`src/rtl/bus_conn_led_pkg.sv`:
```
package bus_conn_led_pkg;
  localparam int unsigned GPIO_N    = 5;
  localparam int unsigned CTL_W     = 7;
  localparam int unsigned ISTAT_W   = 8;
  localparam int unsigned CONN_POS  = 3;
  localparam int unsigned LEDREQ_POS = 5;
  localparam int unsigned FETCH_POS = 6;
  localparam int unsigned LED_PIN   = 0;

  typedef struct packed {
    logic sel_done;
    logic tgt_resp;
    logic arb_win_ll;
    logic bus_free;
  } conn_evt_t;
endpackage

```
`src/rtl/conn_tracker.sv`:
```
module conn_tracker
  import bus_conn_led_pkg::*;
(
  input  logic      clk_i,
  input  logic      rst_ni,
  input  conn_evt_t evt_i,
  output logic      conn_o
);
  logic set_any;
  logic conn_q;

  assign set_any = evt_i.sel_done | evt_i.tgt_resp | evt_i.arb_win_ll;

  always_ff @(posedge clk_i or negedge rst_ni) begin
    if (!rst_ni)           conn_q <= 1'b0;
    else if (set_any)      conn_q <= 1'b1;
    else if (evt_i.bus_free) conn_q <= 1'b0;
  end

  assign conn_o = conn_q;

  AST_SEL_SETS: assert property (@(posedge clk_i) disable iff (!rst_ni)
    evt_i.sel_done |=> conn_o);
  AST_TGT_SETS: assert property (@(posedge clk_i) disable iff (!rst_ni)
    evt_i.tgt_resp |=> conn_o);
  AST_ARB_SETS: assert property (@(posedge clk_i) disable iff (!rst_ni)
    evt_i.arb_win_ll |=> conn_o);
  AST_FREE_CLEARS: assert property (@(posedge clk_i) disable iff (!rst_ni)
    (evt_i.bus_free && !evt_i.sel_done && !evt_i.tgt_resp && !evt_i.arb_win_ll) |=> !conn_o);
  AST_CONN_HOLDS: assert property (@(posedge clk_i) disable iff (!rst_ni)
    (!evt_i.bus_free && !evt_i.sel_done && !evt_i.tgt_resp && !evt_i.arb_win_ll) |=> $stable(conn_o));
endmodule

```
`src/rtl/led_gate.sv`:
```
module led_gate
  import bus_conn_led_pkg::*;
(
  input  logic [CTL_W-1:0] pin_ctl_i,
  input  logic             autoload_busy_i,
  output logic             hw_own_o
);
  assign hw_own_o = pin_ctl_i[LEDREQ_POS] & ~pin_ctl_i[FETCH_POS] & ~autoload_busy_i;
endmodule

```
`src/rtl/gpio_out_stage.sv`:
```
module gpio_out_stage
  import bus_conn_led_pkg::*;
(
  input  logic              clk_i,
  input  logic              rst_ni,
  input  logic              hw_own_i,
  input  logic              conn_i,
  input  logic [GPIO_N-1:0] sw_do_i,
  input  logic [GPIO_N-1:0] sw_oe_i,
  output logic [GPIO_N-1:0] do_o,
  output logic [GPIO_N-1:0] oe_o
);
  logic [GPIO_N-1:0] do_q, oe_q;

  for (genvar k = 0; k < GPIO_N; k++) begin : g_pin
    if (k == LED_PIN) begin : g_led
      always_ff @(posedge clk_i or negedge rst_ni) begin
        if (!rst_ni) begin
          do_q[k] <= 1'b0;
          oe_q[k] <= 1'b0;
        end else begin
          do_q[k] <= hw_own_i ? conn_i : sw_do_i[k];
          oe_q[k] <= hw_own_i | sw_oe_i[k];
        end
      end
    end else begin : g_plain
      always_ff @(posedge clk_i or negedge rst_ni) begin
        if (!rst_ni) begin
          do_q[k] <= 1'b0;
          oe_q[k] <= 1'b0;
        end else begin
          do_q[k] <= sw_do_i[k];
          oe_q[k] <= sw_oe_i[k];
        end
      end
    end
  end

  assign do_o = do_q;
  assign oe_o = oe_q;

  AST_HW_FORCES_OE: assert property (@(posedge clk_i) disable iff (!rst_ni)
    hw_own_i |=> oe_o[LED_PIN]);
  AST_HW_SHOWS_CONN: assert property (@(posedge clk_i) disable iff (!rst_ni)
    hw_own_i |=> (do_o[LED_PIN] == $past(conn_i)));
  AST_SW_OWNS_PIN: assert property (@(posedge clk_i) disable iff (!rst_ni)
    !hw_own_i |=> (do_o[LED_PIN] == $past(sw_do_i[LED_PIN]) && oe_o[LED_PIN] == $past(sw_oe_i[LED_PIN])));
  AST_OTHERS_SW: assert property (@(posedge clk_i) disable iff (!rst_ni)
    1'b1 |=> (do_o[GPIO_N-1:1] == $past(sw_do_i[GPIO_N-1:1]) && oe_o[GPIO_N-1:1] == $past(sw_oe_i[GPIO_N-1:1])));
endmodule

```
`src/rtl/bus_conn_led.sv`:
```
module bus_conn_led
  import bus_conn_led_pkg::*;
(
  input  logic              clk_i,
  input  logic              rst_ni,
  input  logic              sel_done_i,
  input  logic              tgt_resp_i,
  input  logic              arb_win_ll_i,
  input  logic              bus_free_i,
  input  logic [CTL_W-1:0]  pin_ctl_i,
  input  logic              autoload_busy_i,
  input  logic [GPIO_N-1:0] sw_do_i,
  output logic [ISTAT_W-1:0] istat_o,
  output logic              conn_o,
  output logic [GPIO_N-1:0] gpio_do_o,
  output logic [GPIO_N-1:0] gpio_oe_o
);
  conn_evt_t evt;
  logic      conn;
  logic      hw_own;

  assign evt = '{sel_done: sel_done_i, tgt_resp: tgt_resp_i,
                 arb_win_ll: arb_win_ll_i, bus_free: bus_free_i};

  conn_tracker u_trk (
    .clk_i  (clk_i),
    .rst_ni (rst_ni),
    .evt_i  (evt),
    .conn_o (conn)
  );

  led_gate u_gate (
    .pin_ctl_i       (pin_ctl_i),
    .autoload_busy_i (autoload_busy_i),
    .hw_own_o        (hw_own)
  );

  gpio_out_stage u_out (
    .clk_i    (clk_i),
    .rst_ni   (rst_ni),
    .hw_own_i (hw_own),
    .conn_i   (conn),
    .sw_do_i  (sw_do_i),
    .sw_oe_i  (pin_ctl_i[GPIO_N-1:0]),
    .do_o     (gpio_do_o),
    .oe_o     (gpio_oe_o)
  );

  always_comb begin
    istat_o = '0;
    istat_o[CONN_POS] = conn;
  end
  assign conn_o = conn;

  AST_ISTAT_MIRROR: assert property (@(posedge clk_i)
    istat_o == (ISTAT_W'(conn_o) << CONN_POS));
  AST_RESET_QUIET: assert property (@(posedge clk_i)
    !rst_ni |-> (!conn_o && gpio_oe_o == '0 && gpio_do_o == '0));
endmodule

```
`config.mk`:
```
export PLATFORM = sky130hd
export DESIGN_NAME = bus_conn_led
export DESIGN_NICKNAME = d
export VERILOG_FILES = /design/src/rtl/bus_conn_led_pkg.sv /design/src/rtl/conn_tracker.sv /design/src/rtl/led_gate.sv /design/src/rtl/gpio_out_stage.sv /design/src/rtl/bus_conn_led.sv
export SDC_FILE = /design/constraint.sdc
export NUM_CORES = 1
export LEC_CHECK = 0
export ABC_AREA = 1
export BUFFER_PORTS_ARGS = -buffer_cell sky130_fd_sc_hd__buf_2
export CAP_MARGIN = 10
export CORE_MARGIN = 2
export CORE_UTILIZATION = 29
export DETAILED_ROUTE_END_ITERATION = 12
export PLACE_DENSITY = 0.7
export SLEW_MARGIN = 20
export SYNTH_ARGS = -nofsm -noshare
export SYNTH_HDL_FRONTEND = slang
export SYNTH_SLANG_ARGS = --single-unit
```
`constraint.sdc`:
```
create_clock -name clk_i -period 0.8 [get_ports clk_i]
set_input_delay 0.16 -clock clk_i [delete_from_list [all_inputs] [get_ports clk_i]]
set_output_delay 0.16 -clock clk_i [all_outputs]
set_load 0.005 [all_outputs]
```
==> metrics.txt, run 1 <==
status finished with violations; failing checks negative setup slack; fin util 0.481; critical path peak fanout 4; Cell Rows 13; Routed Antenna Nets 0; mean area per synthesized cell 12.4 µm²; initial antenna violation count 0; CP bufs+invs 1; DR DRC count 0; capturing point of the worst reg2reg path u_trk.conn_o; CTS buffer count 3; most frequent cells in the layout buf_2, dfrtp_1, conb_1, nand2_1, dlygate4sd3_1; post-CTS sizing 0; most common cell after layout, fill and taps aside buf_2; smallest hold slack 15.4 ps; CP startpoint kind register; WP depth 1; cell family with most CP delay flip-flops; worst path cell trace buf_2; worst min path class in -> reg; pin count of the biggest net entering global routing 12; design area 611 µm²; Cell variety after synth 8; routed vias 322; Final Hold Fails 0; vias per cell 3.79; vias in the first global route 226; GR Overflow Total 0; peak supply drop 0.550 mV; layout cells sized above 1 0.500; CP max stage delay 410 ps; Yosys Warn Count 0; synthesized area 385 µm²; Pre-antenna DRT Iters 1; GPL Wtd Cong 0.525; Filler cells 120; CTS Buffer Depth 2; arrival time at the worst endpoint 800 ps; beginning of the critical path u_trk.conn_o; I/O pin count 38; WL final 746 µm; TritonCTS clock tree done; CP required 640 ps; # nets final 90; synthesized flop and latch total 11; initial core utilization 0.304; first-pass GRT wire length 834 µm; DR iter-0 viols 0; critical path's slowest cell dfrtp_1; final setup fails 12; leak pwr 0.339 nW; final worst setup slack -155 ps; skew final 0.456 ps; cells after synthesis 31; n_diodes 0; CTS clk-pin slew, worst paths 60 ps; register area share after synthesis 0.714; PwrDens 1750 mW/mm²; Routed WL per cell 8.78 µm; CTS H-tree lvls 1; max-slew violations 0; RSZ-0062 raised after global routing yes; setup TNS -1160 ps; worst reg2reg path depth 3; post-DP HPWL 569 µm; total track usage 0.0860; RR Startpoint u_trk.conn_o; Critical Path Sink conn_o; maximum capacitance violations 0; core footprint 0.00127 mm²; worst skew pair latency 250 ps; buffers added on ports 30; Die Span Y 40.5 µm; DP Area 517 µm²; die area 0.00164 mm²; clock sinks 11; FF-to-FF setup slack 40 ps; DIE WIDTH 40.5 µm; critical path endpoint category primary output; Max Fclk 1050 MHz; area added between synthesis and finish 58.4%; power after layout 0.00107 W; period utilization 1.19; CTS root buf clkbuf_4; Tmin final 955 ps; Setup CP Type reg -> out
==> cell families after synthesis <==
logic type,share of synthesized area
buf+inv,0.175
simple gates,0.101
flops,0.714
other cells,0.00973
==> cells in the mapped netlist, drive strengths merged <==
library cell  count  area, µm²
nand2             6       22.5
nor2              1       6.26
inv               2       7.51
nor3              1       5.00
dfrtp            11        275
conb              1       3.75
nand3             1       5.00
buf               8       60.1
==> flip-flops by register name, indices dropped and copies added (netlist names) <==
name          count
u_trk.conn_o      1
u_out.oe_o        5
u_out.do_o        5
==> power breakdown <==
| part | switching (W) | internal (W) |
|---|---|---|
| clock | 0.000151 | 0.000192 |
| combinational | 0.0000556 | 0.0000773 |
| sequential | 0.00000711 | 0.000585 |
==> stage by stage <==
stage	setup WS, ps	cells
4_1_cts	-161	80
3_5_place_dp	115	74
2_1_floorplan	112	37
5_1_grt	-199	85
6_report	-155	85
3_3_place_gp	133	74
==> layer usage <==
metal,global-route usage,routed length (µm)
met3,0.0222,94
met5,0,0
met2,0.127,379
met1,0.0811,263
met4,0.125,10
==> layout make-up <==
type	instances	area [µm²]	share of cell area
flip-flops and latches	11	275	0.451
repair buffers	37	218	0.357
well taps	15	18.8	0.0307
inverters	2	7.51	0.0123
clock buffers	4	26.3	0.0430
multi-input cells	16	65.1	0.107
==> timing repair <==
action | 4_1_cts | 5_1_grt
hold endpoints to repair | 11 | 5
hold buffers | 1 | 5
setup buffers | 1 | 0
pin swaps | 0 | 0
endpoints found under the setup margin | 12 | 12
==> how the worst min path moves through the flow <==
stage | startpoint | endpoint | slack, ps | depth (start not counted)
floorplan | rst_ni | u_out.do_o[0] | -140 | 0
global placement | rst_ni | u_out.oe_o[4] | 40 | 1
detailed placement | rst_ni | u_out.oe_o[0] | 30 | 1
CTS | sw_do_i[1] | u_out.do_o[1] | 5 | 1
global route | pin_ctl_i[3] | u_out.oe_o[3] | 3 | 1
finish | pin_ctl_i[3] | u_out.oe_o[3] | 20 | 1
Power figures use the tool's default switching activity.
==> run 2: changes to the inputs <==
Settings changed: PLACE_DENSITY 0.7 to default, PLACE_DENSITY_LB_ADDON from default to 0.15.
==> run 2 against run 1 <==
Effect of this change: the flow still finishes with violations (negative setup slack); first-iteration DRC count grew 3; sequential cell count unchanged; setup slack improved by 19 ps; via count shrank 3.4%; critical endpoint unchanged.
==> metrics.txt, run 2 (synthesis gave the netlist of run 1 again) <==
status finished with violations; failing checks negative setup slack; first-pass GRT wire length 1.01 mm; critical path endpoint category primary output; Routed WL per cell 8.05 µm; total track usage 0.103; PwrDens 1740 mW/mm²; arrival time at the worst endpoint 780 ps; # nets final 91; Critical Path Sink conn_o; post-DP HPWL 549 µm; DR iter-0 viols 3; routed vias 311; TritonCTS clock tree done; worst path cell trace buf_2; CP bufs+invs 1; Setup CP Type reg -> out; CP startpoint kind register; die area 0.00164 mm²; vias per cell 3.62; pin count of the biggest net entering global routing 12; FF-to-FF setup slack 60 ps; final worst setup slack -136 ps; dpl ws 121 ps; Routed Antenna Nets 0; WL final 692 µm; vias in the first global route 262; DR DRC count 0; CTS H-tree lvls 1; Pre-antenna DRT Iters 2; beginning of the critical path u_trk.conn_o; RR Startpoint u_trk.conn_o; critical path peak fanout 3; max-slew violations 0; leak pwr 0.344 nW; skew final 0.228 ps; worst reg2reg path depth 3; peak supply drop 1.11 mV; GPL Wtd Cong 0.567; power after layout 0.00109 W; CTS buffer count 3; CP max stage delay 390 ps; cell family with most CP delay flip-flops; RSZ-0062 raised after global routing yes; Max Fclk 1070 MHz; clock sinks 11; initial core utilization 0.304; layout cells sized above 1 0.507; CTS root buf clkbuf_4; critical path's slowest cell dfrtp_1; Filler cells 130; CTS clk-pin slew, worst paths 70 ps; final setup fails 12; most frequent cells in the layout buf_2, dfrtp_1, conb_1, dlygate4sd3_1, nand2_1; GR Overflow Total 0; capturing point of the worst reg2reg path u_trk.conn_o; worst min path class in -> reg; core footprint 0.00127 mm²; I/O pin count 38; Cell Rows 13; WP depth 1; maximum capacitance violations 0; CP required 640 ps; Final Hold Fails 0; worst skew pair latency 260 ps; Tmin final 936 ps; buffers added on ports 30; initial antenna violation count 0; CTS Buffer Depth 2; DIE WIDTH 40.5 µm; Die Span Y 40.5 µm; most common cell after layout, fill and taps aside buf_2; n_diodes 0; period utilization 1.17; area added between synthesis and finish 62.3%
-- run 2: changes by cell type in the layout (fill, tap and decap cells not counted), sizes merged --
cell	change
dlygate4sd3	+1
-- run 2: how the worst min path moves through the flow --
stage,start,end,slack (ps),depth (start not counted)
2_1_floorplan,rst_ni,u_out.do_o[0],-140,0
3_3_place_gp,rst_ni,u_trk.conn_o,40,1
3_5_place_dp,rst_ni,u_trk.conn_o,40,1
4_1_cts,sw_do_i[3],u_out.do_o[3],5,1
5_1_grt,pin_ctl_i[1],u_out.oe_o[1],2,1
6_report,sw_do_i[1],u_out.do_o[1],10,1
-- run 2: final cells by class --
class	count	area, µm²	share of cell area
clock buffer	4	26.3	0.0420
multi-input combinational	16	70.1	0.112
tap	15	18.8	0.0300
timing repair buffer	38	228	0.364
inverter	2	7.51	0.0120
sequential	11	275	0.440
-- run 2: routing by layer --
layer / wire (µm) / track usage
met1: 245 / 0.0890
met4: 0 / 0.0500
met5: 0 / 0
met2: 368 / 0.179
met3: 78 / 0.0667
-- run 2: power by group --
group / total, W / switching [W] / internal, W
Sequential: 0.000592 / 0.00000689 / 0.000585
Combinational: 0.000137 / 0.0000562 / 0.0000808
Clock: 0.000357 / 0.000165 / 0.000192
Total: 0.00109 / 0.000228 / 0.000858
-- run 2: timing repair --
action,in CTS,in global routing
setup endpoints to repair,12,13
gates cloned,0,0
hold buffers,6,1
resized for setup,0,1
endpoints found under the hold margin,16,1
buffers inserted,1,0
-- run 2: metrics by stage --
stage / instance area (µm²) / hold WS [ps] / instances / utilization / TNS, ps
3_3_place_gp: 517 / 38.6 / 74 / 0.407 / 0
5_1_grt: 626 / 1.57 / 86 / 0.493 / -1680
6_report: 626 / 13.4 / 86 / 0.493 / -1200
4_1_cts: 611 / 4.87 / 85 / 0.481 / -1420
3_5_place_dp: 517 / 37.5 / 74 / 0.407 / 0
2_1_floorplan: 408 / -136 / 37 / - / 0
==> run 3: changes to the inputs <==
Settings changed: SKIP_CTS_REPAIR_TIMING from default to 1.
==> run 3 against run 2 <==
Effect of this change: the flow still finishes with violations (negative setup slack); power shrank 0.75%; highest routed layer unchanged; clock skew about the same; cell area is 3.6% lower; largest cell class unchanged; combinational power fell by 6%; clock power about the same; die area is the same; non-clock buffer count fell by 2; maximum frequency is 2.1% lower.
==> metrics.txt, run 3 (synthesis gave the netlist of run 1 again) <==
status finished with violations; failing checks negative setup slack; fin util 0.475; first-pass GRT wire length 945 µm; skew final 0.104 ps; routed length on met1 241 µm; PwrDens 1790 mW/mm²; WL final 660 µm; leak pwr 0.334 nW; final setup fails 12; peak supply drop 0.904 mV; clock sinks 11; vias in the first global route 247; maximum capacitance violations 0; n_diodes 0; CP required 640 ps; Setup CP Type reg -> out; critical path peak fanout 4; TritonCTS clock tree done; Register Area 275 µm²; DR iter-0 viols 1; max-slew violations 0; CP startpoint kind register; wire length on met3 78 µm; Final Hold Fails 0; critical path endpoint category primary output; buffers added on ports 30; CP bufs+invs 1; Routed Antenna Nets 0; final worst setup slack -156 ps; most frequent cells in the layout buf_2, dfrtp_1, conb_1, nand2_1, dlygate4sd3_1; routed vias 307; uppermost routed layer met3; worst min path class in -> reg; WL met2 341 µm; critical path's slowest cell dfrtp_1; post-DP HPWL 549 µm; worst skew pair latency 260 ps; RSZ-0062 raised after global routing yes; initial antenna violation count 0; I/O pin count 38; area added between synthesis and finish 56.5%; total track usage 0.0945; Tmin final 956 ps; cell family with most CP delay flip-flops; die area 0.00164 mm²; dpl ws 121 ps; CP max stage delay 400 ps; CTS Buffer Depth 2; GPL Wtd Cong 0.567; Multi-input gate area 65.1 µm²; most common cell after layout, fill and taps aside buf_2; pin count of the biggest net entering global routing 12; CTS root buf clkbuf_4; CTS clk-pin slew, worst paths 70 ps; worst path cell trace buf_2; layout cells sized above 1 0.493; smallest hold slack 14.4 ps; Routed WL per cell 7.86 µm; period utilization 1.20; Max Fclk 1050 MHz; arrival time at the worst endpoint 800 ps; initial core utilization 0.304; Pre-antenna DRT Iters 2; CTS H-tree lvls 1; Cell Rows 13; Die Span Y 40.5 µm; core footprint 0.00127 mm²; GR Overflow Total 0; # nets final 89; CTS buffer count 3; vias per cell 3.65; Filler cells 130; DIE WIDTH 40.5 µm; DR DRC count 0
-- run 3: layout make-up --
cell class	instances	share of cell area
well taps	15	0.0311
clock buffers	4	0.0436
repair buffers	36	0.349
multi-input cells	16	0.108
flip-flops and latches	11	0.456
inverters	2	0.0124
-- run 3: where the power goes --
part	leakage [nW]	switching (W)	internal, W
clock	0.0150	0.000164	0.000192
combinational	0.194	0.0000535	0.0000755
sequential	0.125	0.00000725	0.000585
-- run 3: path summary, 6_finish.rpt --
check / to / slack (ps) / cells past startpoint / from
max in group asynchronous: u_out.do_o[4] / 310 / 2 / rst_ni
worst min register to register: u_trk.conn_o / 530 / 2 / u_trk.conn_o
worst max-delay path: conn_o / -160 / 1 / u_trk.conn_o
worst max register to register: u_out.do_o[0] / 160 / 2 / u_trk.conn_o
worst min-delay path: u_out.do_o[1] / 10 / 1 / sw_do_i[1]
min in group asynchronous: u_trk.conn_o / 290 / 2 / rst_ni
-- run 3: per-layer routing --
| metal | vias to the layer above | track usage |
|---|---|---|
| li1 | 154 | - |
| met1 | 133 | 0.0753 |
| met2 | 20 | 0.179 |
| met3 | 0 | 0.0667 |
| met4 | 0 | 0.0250 |
| met5 | - | 0 |
-- run 3: stage by stage --
stage	setup TNS (ps)	instance area, µm²	total power [W]	std cells
2_1_floorplan	0	408	0.000655	37
3_3_place_gp	0	517	0.000711	74
3_5_place_dp	0	517	0.000713	74
4_1_cts	-1450	543	0.00108	78
5_1_grt	-1690	603	0.00115	84
6_report	-1240	603	0.00108	84
